File: src/rtl/sitf_pkg.sv
package sitf_pkg;
   localparam int unsigned DEF_SIG_W   = 64;
   localparam int unsigned DEF_EXP_W   = 17;
   localparam int unsigned DEF_BIAS    = 32'h0000_FFFF;

   typedef enum logic [1:0] {
      KIND_NUM  = 2'd0,
      KIND_ZERO = 2'd1,
      KIND_NAT  = 2'd2
   } res_kind_e;

   localparam int unsigned ARCH_CASCADE = 0;
   localparam int unsigned ARCH_SCAN    = 1;
endpackage

File: src/rtl/sitf_absval.sv
module sitf_absval #(
   parameter int unsigned W = 64
) (
   input  logic [W-1:0] val_i,
   output logic         neg_o,
   output logic [W-1:0] mag_o
);
   if (W < 2) begin : g_bad_w
      $error("sitf_absval: W must be at least 2");
   end

   logic [W-1:0] inv;

   always_comb begin
      neg_o = val_i[W-1];
      inv   = ~val_i;
      mag_o = neg_o ? (inv + {{(W-1){1'b0}}, 1'b1}) : val_i;
   end
endmodule

File: src/rtl/sitf_normalize.sv
module sitf_normalize #(
   parameter int unsigned W    = 64,
   parameter int unsigned ARCH = sitf_pkg::ARCH_CASCADE,
   localparam int unsigned CNT_W = $clog2(W)
) (
   input  logic [W-1:0]     val_i,
   output logic [W-1:0]     sig_o,
   output logic [CNT_W-1:0] lz_o,
   output logic             zero_o
);
   if ((1 << CNT_W) != W || W < 2) begin : g_bad_w
      $error("sitf_normalize: W must be a power of two");
   end

   assign zero_o = (val_i == '0);

   if (ARCH == sitf_pkg::ARCH_CASCADE) begin : g_cascade
      logic [W-1:0] stg [CNT_W+1];
      assign stg[0] = val_i;
      for (genvar gi = 0; gi < CNT_W; gi++) begin : g_stage
         localparam int unsigned K  = CNT_W - 1 - gi;
         localparam int unsigned SH = 1 << K;
         logic empty;
         assign empty     = (stg[gi][W-1 -: SH] == '0);
         assign stg[gi+1] = empty ? (stg[gi] << SH) : stg[gi];
         assign lz_o[K]   = empty;
      end
      assign sig_o = stg[CNT_W];
   end else if (ARCH == sitf_pkg::ARCH_SCAN) begin : g_scan
      logic [CNT_W-1:0] cnt;
      logic             hit;
      always_comb begin
         cnt = '0;
         hit = 1'b0;
         for (int i = W - 1; i >= 0; i--) begin
            if (!hit) begin
               if (val_i[i]) hit = 1'b1;
               else          cnt = cnt + 1'b1;
            end
         end
      end
      assign lz_o  = cnt;
      assign sig_o = val_i << cnt;
   end else begin : g_bad_arch
      $error("sitf_normalize: unknown ARCH");
   end
endmodule

File: src/rtl/sitf_convert.sv
module sitf_convert #(
   parameter int unsigned SIG_W     = sitf_pkg::DEF_SIG_W,
   parameter int unsigned EXP_W     = sitf_pkg::DEF_EXP_W,
   parameter int unsigned EXP_BIAS  = sitf_pkg::DEF_BIAS,
   parameter int unsigned NORM_ARCH = sitf_pkg::ARCH_CASCADE
) (
   input  logic             clk,
   input  logic             rst_n,
   input  logic             in_valid,
   input  logic             in_pred,
   input  logic             in_reg_disabled,
   input  logic             src_sign,
   input  logic [EXP_W-1:0] src_exp,
   input  logic [SIG_W-1:0] src_sig,
   output logic             out_valid,
   output logic             out_wr_en,
   output logic             out_fault,
   output logic             res_sign,
   output logic [EXP_W-1:0] res_exp,
   output logic [SIG_W-1:0] res_sig
);
   import sitf_pkg::*;

   localparam int unsigned    CNT_W   = $clog2(SIG_W);
   localparam longint unsigned NAT_VAL = (64'd1 << EXP_W) - 64'd2;
   localparam logic [EXP_W-1:0] NAT_EXP = EXP_W'(NAT_VAL);
   localparam logic [EXP_W-1:0] INT_EXP = EXP_W'(EXP_BIAS + SIG_W - 1);

   if (EXP_W < 2 || EXP_W > 32) begin : g_bad_ew
      $error("sitf_convert: EXP_W out of range");
   end
   if (64'(EXP_BIAS) + 64'(SIG_W) - 64'd1 >= NAT_VAL) begin : g_bad_bias
      $error("sitf_convert: integer exponent collides with the token exponent");
   end
   if (64'(EXP_BIAS) < 64'(SIG_W)) begin : g_bad_small_bias
      $error("sitf_convert: bias too small for the normalization range");
   end

   // operand decode
   logic src_is_nat;
   assign src_is_nat = !src_sign && (src_exp == NAT_EXP) && (src_sig == '0);

   logic             neg;
   logic [SIG_W-1:0] mag;
   sitf_absval #(.W(SIG_W)) u_abs (
      .val_i (src_sig),
      .neg_o (neg),
      .mag_o (mag)
   );

   logic [SIG_W-1:0] nsig;
   logic [CNT_W-1:0] lz;
   logic             mag_zero;
   sitf_normalize #(.W(SIG_W), .ARCH(NORM_ARCH)) u_norm (
      .val_i  (mag),
      .sig_o  (nsig),
      .lz_o   (lz),
      .zero_o (mag_zero)
   );

   // result selection
   res_kind_e        kind;
   logic             nx_sign;
   logic [EXP_W-1:0] nx_exp;
   logic [SIG_W-1:0] nx_sig;

   always_comb begin
      if (src_is_nat)    kind = KIND_NAT;
      else if (mag_zero) kind = KIND_ZERO;
      else               kind = KIND_NUM;
      unique case (kind)
         KIND_NAT: begin
            nx_sign = 1'b0;
            nx_exp  = NAT_EXP;
            nx_sig  = '0;
         end
         KIND_ZERO: begin
            nx_sign = 1'b0;
            nx_exp  = '0;
            nx_sig  = '0;
         end
         default: begin
            nx_sign = neg;
            nx_exp  = INT_EXP - EXP_W'(lz);
            nx_sig  = nsig;
         end
      endcase
   end

   logic nx_wr, nx_fault;
   assign nx_wr    = in_valid && in_pred && !in_reg_disabled;
   assign nx_fault = in_valid && in_pred &&  in_reg_disabled;

   // output stage
   always_ff @(posedge clk or negedge rst_n) begin
      if (!rst_n) begin
         out_valid <= 1'b0;
         out_wr_en <= 1'b0;
         out_fault <= 1'b0;
         res_sign  <= 1'b0;
         res_exp   <= '0;
         res_sig   <= '0;
      end else begin
         out_valid <= in_valid;
         out_wr_en <= nx_wr;
         out_fault <= nx_fault;
         if (in_valid) begin
            res_sign <= nx_sign;
            res_exp  <= nx_exp;
            res_sig  <= nx_sig;
         end
      end
   end

   // checks on the output stage
   assert_valid_follow_R9: assert property (@(posedge clk) disable iff (!rst_n)
      in_valid |=> out_valid);
   assert_valid_idle_R9: assert property (@(posedge clk) disable iff (!rst_n)
      !in_valid |=> !out_valid);
   assert_strobe_excl_R9: assert property (@(posedge clk) disable iff (!rst_n)
      !(out_wr_en && out_fault));
   assert_strobe_in_valid_R9: assert property (@(posedge clk) disable iff (!rst_n)
      (out_wr_en || out_fault) |-> out_valid);
   assert_pred_gate_R7: assert property (@(posedge clk) disable iff (!rst_n)
      (in_valid && !in_pred) |=> (!out_wr_en && !out_fault));
   assert_fault_R8: assert property (@(posedge clk) disable iff (!rst_n)
      (in_valid && in_pred && in_reg_disabled) |=> (out_fault && !out_wr_en));
   assert_nat_pass_R6: assert property (@(posedge clk) disable iff (!rst_n)
      (in_valid && src_is_nat) |=> (!res_sign && res_exp == NAT_EXP && res_sig == '0));
   assert_zero_R4: assert property (@(posedge clk) disable iff (!rst_n)
      (in_valid && src_sig == '0 && !src_is_nat) |=> (!res_sign && res_exp == '0));
   assert_norm_msb_R3: assert property (@(posedge clk) disable iff (!rst_n)
      (out_valid && res_exp != '0 && res_exp != NAT_EXP) |-> res_sig[SIG_W-1]);
   assert_neg_sign_R2: assert property (@(posedge clk) disable iff (!rst_n)
      (in_valid && !src_is_nat && src_sig[SIG_W-1]) |=> res_sign);
endmodule

File: config.mk
export PLATFORM = sky130hd
export DESIGN_NAME = sitf_convert
export DESIGN_NICKNAME = d
export VERILOG_FILES = /design/src/rtl/sitf_pkg.sv /design/src/rtl/sitf_absval.sv /design/src/rtl/sitf_normalize.sv /design/src/rtl/sitf_convert.sv
export SDC_FILE = /design/constraint.sdc
export NUM_CORES = 1
export LEC_CHECK = 0
export CAP_MARGIN = 40
export CELL_PAD_IN_SITES_DETAIL_PLACEMENT = 0
export CELL_PAD_IN_SITES_GLOBAL_PLACEMENT = 1
export CORE_UTILIZATION = 25
export DETAILED_ROUTE_END_ITERATION = 8
export PLACE_DENSITY = 0.65
export SLEW_MARGIN = 20
export SYNTH_ARGS = -nofsm -noshare
export SYNTH_HDL_FRONTEND = slang
export SYNTH_SLANG_ARGS = --single-unit
export TNS_END_PERCENT = 20
File: constraint.sdc
create_clock -name clk -period 1.6 [get_ports clk]
set_input_delay 0.32 -clock clk [delete_from_list [all_inputs] [get_ports clk]]
set_output_delay 0.32 -clock clk [all_outputs]
set_load 0.02 [all_outputs]
* Yosys cells after proc, flatten, opt, wreduce, memory -nomap -nowiden
Cells that the tools add are included.
** Word-level totals
- Logic and storage cells :: 40
- Output and inout port bits :: 85
- Flip-flop bits (word level) :: 85
** Cells by class
- Muxes and demuxes :: 12
- Eq/ne operators :: 3
- Reductions and logical operators :: 15
- Add/subtract/negate cells :: 2
- Bitwise logic cells :: 2
** Operator list (number)
- 2-to-1 mux 64 bit :: 8
- logical NOT 64 bit :: 2
- adder 64 x 1 -> 64 bit, second input constant :: 1
- NOT 64 bit :: 1
- one-hot mux 17 bit (2 select lines) :: 1
- logical NOT 32 bit :: 1
- equality test 17 bit, second input constant :: 1
- subtractor 17 x 6 -> 17 bit, first input constant :: 1
- logical NOT 16 bit :: 1
- logical NOT 8 bit :: 1
- logical AND 1 bit :: 5
- logical NOT 4 bit :: 1
- equality test 2 x 1 -> 1 bit, second input constant :: 1
- equality test 2 bit, second input constant :: 1
- logical NOT 1 bit :: 2
- logical NOT 2 bit :: 1
- 2-to-1 mux 1 bit :: 2
- 2-to-1 mux 2 bit :: 1
- OR reduction 2 bit :: 1
- NOT 1 bit :: 1

* Logic depth before layout (Yosys ltp)
- Word-level depth :: 16
- Depth in mapped cells :: 25

* Modules after synthesis
From an unflattened synthesis, not the netlist that was laid out.
** Unflattened totals
- Cells, all modules :: 1211
- Area total of the unflattened synthesis :: 9376.5 sq um
** Modules (own cells, without submodules)
- sitf_normalize :: cells an instance 606, area an instance 4141.5 sq um, times used 1, seq. area each 0.0 sq um
- sitf_convert :: cells an instance 385, area an instance 3713.6 sq um, times used 1, seq. area each 2001.9 sq um
- sitf_absval :: cells an instance 220, area an instance 1521.5 sq um, times used 1, seq. area each 0.0 sq um

* Least setup slack after synthesis
OpenSTA, ideal clock, no wires.
- Path kind :: input-to-reg
- Start point :: input port src_sig[0]
- End point :: register res_exp[5]
- Stages :: 22
- Data required time :: 1.523 ns
- Buffers on the path :: 3
- Path slack :: -3.809 ns
- Setup time :: 0.077 ns
- Arrival time :: 5.332 ns
- Path through :: clkbuf_1 -> inv_1 -> ha_1 -> nor3b_1 -> nand4_1 -> or4b_1 -> a31oi_1 -> nand2_1 -> nor4_1 -> nand2_1 -> o2111a_1 -> o2111a_1 -> buf_6 -> o21ai_0 -> nand2_1 -> clkbuf_1 -> nor4_2 -> and2_1 -> ha_1 -> inv_1 -> a21oi_1 -> a21oi_1
** On the way
- Longest elaborated chain between the ends :: 16
- Elaborated cells on any way between the ends :: 23
- Those cells by class :: add/sub (2); eq/ne (2); mux (9); bitwise (2); reduce/logical (8)
** RTL lines
- from (decl) :: RTL line sitf_convert.sv:14 : input logic [SIG_W-1:0] src_sig,
- NOT 64 bit :: RTL line sitf_absval.sv:16 : inv = ~val_i;
- adder 64 x 1 -> 64 bit :: RTL line sitf_absval.sv:17 : mag_o = neg_o ? (inv + {{(W-1){1'b0}}, 1'b1}) : val_i;
- 2-to-1 mux 64 bit :: RTL line sitf_absval.sv:17
- logical NOT 32 bit :: RTL line sitf_normalize.sv:24 : assign empty = (stg[gi][W-1 -: SH] == '0);
- 2-to-1 mux 64 bit :: RTL line sitf_normalize.sv:25 : assign stg[gi+1] = empty ? (stg[gi] << SH) : stg[gi];
- logical NOT 16 bit :: RTL line sitf_normalize.sv:24
- 2-to-1 mux 64 bit :: RTL line sitf_normalize.sv:25
- logical NOT 8 bit :: RTL line sitf_normalize.sv:24
- 2-to-1 mux 64 bit :: RTL line sitf_normalize.sv:25
- logical NOT 4 bit :: RTL line sitf_normalize.sv:24
- 2-to-1 mux 64 bit :: RTL line sitf_normalize.sv:25
- logical NOT 2 bit :: RTL line sitf_normalize.sv:24
- 2-to-1 mux 64 bit :: RTL line sitf_normalize.sv:25
- NOT 1 bit :: RTL line sitf_normalize.sv:24
- subtractor 17 x 6 -> 17 bit :: RTL line sitf_convert.sv:84 : nx_exp = INT_EXP - EXP_W'(lz);
- one-hot mux 17 bit (2 select lines) (*) :: RTL line sitf_convert.sv:71 : unique case (kind)
- to (signal assigned) :: RTL line sitf_convert.sv:109 : res_exp <= nx_exp;
- to (decl) :: RTL line sitf_convert.sv:19 : output logic [EXP_W-1:0] res_exp,
Mark *: on every way between the ends. The rest lies on a longest branch, timed or not.
A chain may end at the register's enable or synchronous reset.

* Worst setup path after layout
- Start point :: input port src_sig[19]
- End point :: register res_sig[55]
** On the way
- Longest elaborated chain between the ends :: 15
- Elaborated cells on any way between the ends :: 23
- Those cells by class :: add/sub (1); eq/ne (2); mux (10); bitwise (1); reduce/logical (9)
** RTL lines
- NOT 64 bit :: RTL line sitf_absval.sv:16
- adder 64 x 1 -> 64 bit :: RTL line sitf_absval.sv:17
- 2-to-1 mux 64 bit :: RTL line sitf_absval.sv:17
- logical NOT 32 bit :: RTL line sitf_normalize.sv:24
- 2-to-1 mux 64 bit :: RTL line sitf_normalize.sv:25
- logical NOT 16 bit :: RTL line sitf_normalize.sv:24
- 2-to-1 mux 64 bit :: RTL line sitf_normalize.sv:25
- logical NOT 8 bit :: RTL line sitf_normalize.sv:24
- 2-to-1 mux 64 bit :: RTL line sitf_normalize.sv:25
- logical NOT 4 bit :: RTL line sitf_normalize.sv:24
- 2-to-1 mux 64 bit :: RTL line sitf_normalize.sv:25
- logical NOT 2 bit :: RTL line sitf_normalize.sv:24
- 2-to-1 mux 64 bit (2 in a row) :: RTL line sitf_normalize.sv:25
- 2-to-1 mux 64 bit (*) :: RTL line sitf_convert.sv:71
- to (signal assigned) :: RTL line sitf_convert.sv:110 : res_sig <= nx_sig;
- to (decl) :: RTL line sitf_convert.sv:20 : output logic [SIG_W-1:0] res_sig
Marked as above.

==> impl_metrics.tcl <==
set metrics [dict create \
    die_y_um 201 \
    gp_congestion 0.960 \
    vias_per_cell 5.47 \
    fp.coreArea_sq_mm 0.0388 \
    finalCriticalPeriod_ns 5.15 \
    clk_path_buf_depth 2 \
    critPathLaunchType "input pin" \
    wl_um 56700 \
    htree_levels 3 \
    final_cell_mix "buf_4 (560), nand2_1 (114), dlygate4sd2_1 (102)" \
    clkSinkCount 80 \
    hpwl_um 45000 \
    drt_iter0_markers 1047 \
    critPathMaxStageDelay_ns 0.57 \
    finalPower_mw 12.1 \
    status "finished, violations left" \
    fin_nets 2081 \
    synth.avg_cell_area_sq_um 7.62 \
    routedWlPerCell_um 22.5 \
    synth-seq-cells 80 \
    ant_nets 0 \
    drcViolationCount 0 \
    grt_pass1_vias 13700 \
    syn-cell-area_sq_mm 0.00988 \
    final_hold_viol_count 0 \
    io_pins 172 \
    ir_drop_mv 0.561 \
    die_w_um 201 \
    synth_edf_count 0 \
    cpLargestDelayFamily "simple AND/OR/NAND/NOR gates" \
    cts_tree "yes" \
    max-slew-margin-rel_pct 50.1 \
    clkTransAtPathRegs_ns 0.07 \
    ys.flop_type "dfrtp_1" \
    final_cells 2514 \
    firstDrtPassIters 5 \
    p_leak_nw 8.12 \
    diodes 0 \
    clk_latency_ns 0.34 \
    track_usage_pct 27.3 \
    grt_max_degree 54 \
    dp_cells 2394 \
    path_max_fanout 7 \
    area.growth.synth_to_final_pct 88.3 \
    powerDensity_mw_per_mm2 649 \
    path_class "in -> reg" \
    crit_chain "buf_6, or4_4, or4_4, nor4_4, buf_6, nand4_1, o41ai_2, xnor2_1, or3_4, o31a_1, buf_6, o2111ai_4, a31oi_1, buf_4, nor2_4, buf_12, buf_16, mux2i_2, mux2i_1, a22oi_1, o21ai_1" \
    numCtsBuffers 9 \
    finalCritPeriodShare_pct 322 \
    critPathBufInv 6 \
    yosys_warnings 0 \
    num_vias 13800 \
    final_common_cell "buf_4" \
    crit_slowest_cell "or4_4" \
    finalMaxSlewViolations 0 \
    skew_ns 0 \
    start_util_pct 25.4 \
    dieArea_sq_mm 0.0403 \
    syn-num-nets 1387 \
    fillers 3858 \
    hold_class "in -> async" \
    num_rows 72 \
    crit_top_cell "buf_6" \
    fmax_ghz 0.194 \
    grt_pass1_wl_um 84400 \
    io_buffers 171 \
    finalSetupViolCount 76 \
    worstPathArrival_ns 5.35 \
    violations "setup timing" \
    synth.distinct_cells 95 \
    cts_root_buf "clkbuf_16" \
    synth_seq_area_share_pct 20.3 \
    layout_setup_ws_ns -3.55 \
    worstPathRequired_ns 1.81 \
    final_core_util_pct 47.9 \
    worstMarginPinSlew_ns 0.743 \
    synthArstFlopShare_pct 100 \
    antenna_found_initial 2 \
    overflow 0 \
    worstSetupEndpointType "flip-flop" \
    rsz0062_at_grt "true" \
    postSynthCellCount 1297 \
    maxCapViolations 0 \
    drive_gt1_share_pct 45.8 \
]
## per-layer routing
layer / part of all wire (%) / up-vias / global-route usage (%)
met3: 8.5 / 73 / 5.65
met2: 45 / 604 / 42.9
li1: - / 6347 / -
met5: 0 / - / 0
met1: 45 / 6734 / 38.5
met4: 1.8 / 0 / 5.15
## worst register-to-register path: stages (launching register included)
cell     delay (ns)
dfrtp_1        0.38
a22oi_1        0.19
nand2_1        0.07
## power by group
group	switching (mW)	internal [mW]	leakage (nW)
combinational	3.93	3.32	7.02
clock	0.911	1.22	0.139
sequential	0.244	2.44	0.965
## metrics by stage
step	instance area (sq um)	setup TNS, ns	setup slack, ns	hold WS (ns)
floorplan	9990	-264.66	-3.58	0.0244
global placement	15900	-332.35	-4.56	0.238
detailed placement	15900	-333.14	-4.60	0.237
CTS	17500	-261.53	-3.54	0.406
global route	18600	-276.69	-3.77	0.437
finish	18600	-260.78	-3.55	0.412
## cell families (layout without fill, tap and decap cells)
logic type / count (synthesis) / after routing / synth area share, %
AO/OA/AOI/OAI: 422 / 422 / 31.5
XOR/XNOR: 68 / 68 / 6.03
adder cells (fa/ha/maj): 3 / 3 / 0.380
buffers and inverters: 172 / 870 / 7.94
flip-flops: 80 / 80 / 20.3
multiplexers: 103 / 103 / 10.5
AND/OR/NAND/NOR: 449 / 450 / 23.4
## layout make-up
cell class | instances | area, sq um | area share [%]
Tap cell | 518 | 648 | 3.48
Multi-Input combinational cell | 1046 | 8620 | 46.3
Inverter | 58 | 223 | 1.20
Sequential cell | 80 | 2000 | 10.8
Clock inverter | 7 | 78.8 | 0.424
Clock buffer | 9 | 225 | 1.21
Timing Repair Buffer | 796 | 6810 | 36.6
## timing repair
action / CTS / global route
hold buffers: 1 / 0
pin swaps: 67 / 71
setup endpoints to repair: 161 / 76
endpoints found under the hold margin: 21 / 0
buffers inserted: 69 / 34
resized for setup: 313 / 170
gates cloned: 5 / 1
## path summary, 6_finish.rpt
path,from,to,slack [ns],depth (start not counted)
max,src_sig[19],res_sig[55]$_DFFE_PN0P_,-3.55,21
min,rst_n,res_sig[62]$_DFFE_PN0P_,0.41,2
max reg2reg,res_sig[6]$_DFFE_PN0P_,res_sig[6]$_DFFE_PN0P_,0.85,2
min reg2reg,res_sig[3]$_DFFE_PN0P_,res_sig[3]$_DFFE_PN0P_,0.49,1
max in group asynchronous,rst_n,res_exp[1]$_DFFE_PN0P_,0.64,3
min in group clk,res_sig[3]$_DFFE_PN0P_,res_sig[3]$_DFFE_PN0P_,0.49,1
## flip-flops by register name (all words and copies together) (netlist names)
register	flops
res_sig	64
out_wr_en	1
out_valid	1
res_exp	12
res_sign	1
out_fault	1
## cell usage after synthesis, drive strengths merged, types with 18 or more instances
cell | instances | area (sq um)
nor2 | 103 | 407
a21oi | 54 | 285
nand2 | 124 | 480
nand3 | 50 | 250
o21ai | 96 | 484
xnor2 | 38 | 333
o41ai | 19 | 204
o211ai | 21 | 168
clkbuf | 67 | 253
mux2i | 95 | 951
a22oi | 31 | 233
o2bb2ai | 19 | 166
xor2 | 30 | 263
nor4 | 29 | 230
inv | 58 | 218
o22ai | 21 | 131
o221ai | 31 | 309
nor3 | 33 | 170
buf | 47 | 314
dfrtp | 80 | 2000
a31oi | 18 | 113
nand4 | 27 | 169
Note: power is estimated with default switching activity, not from simulation.
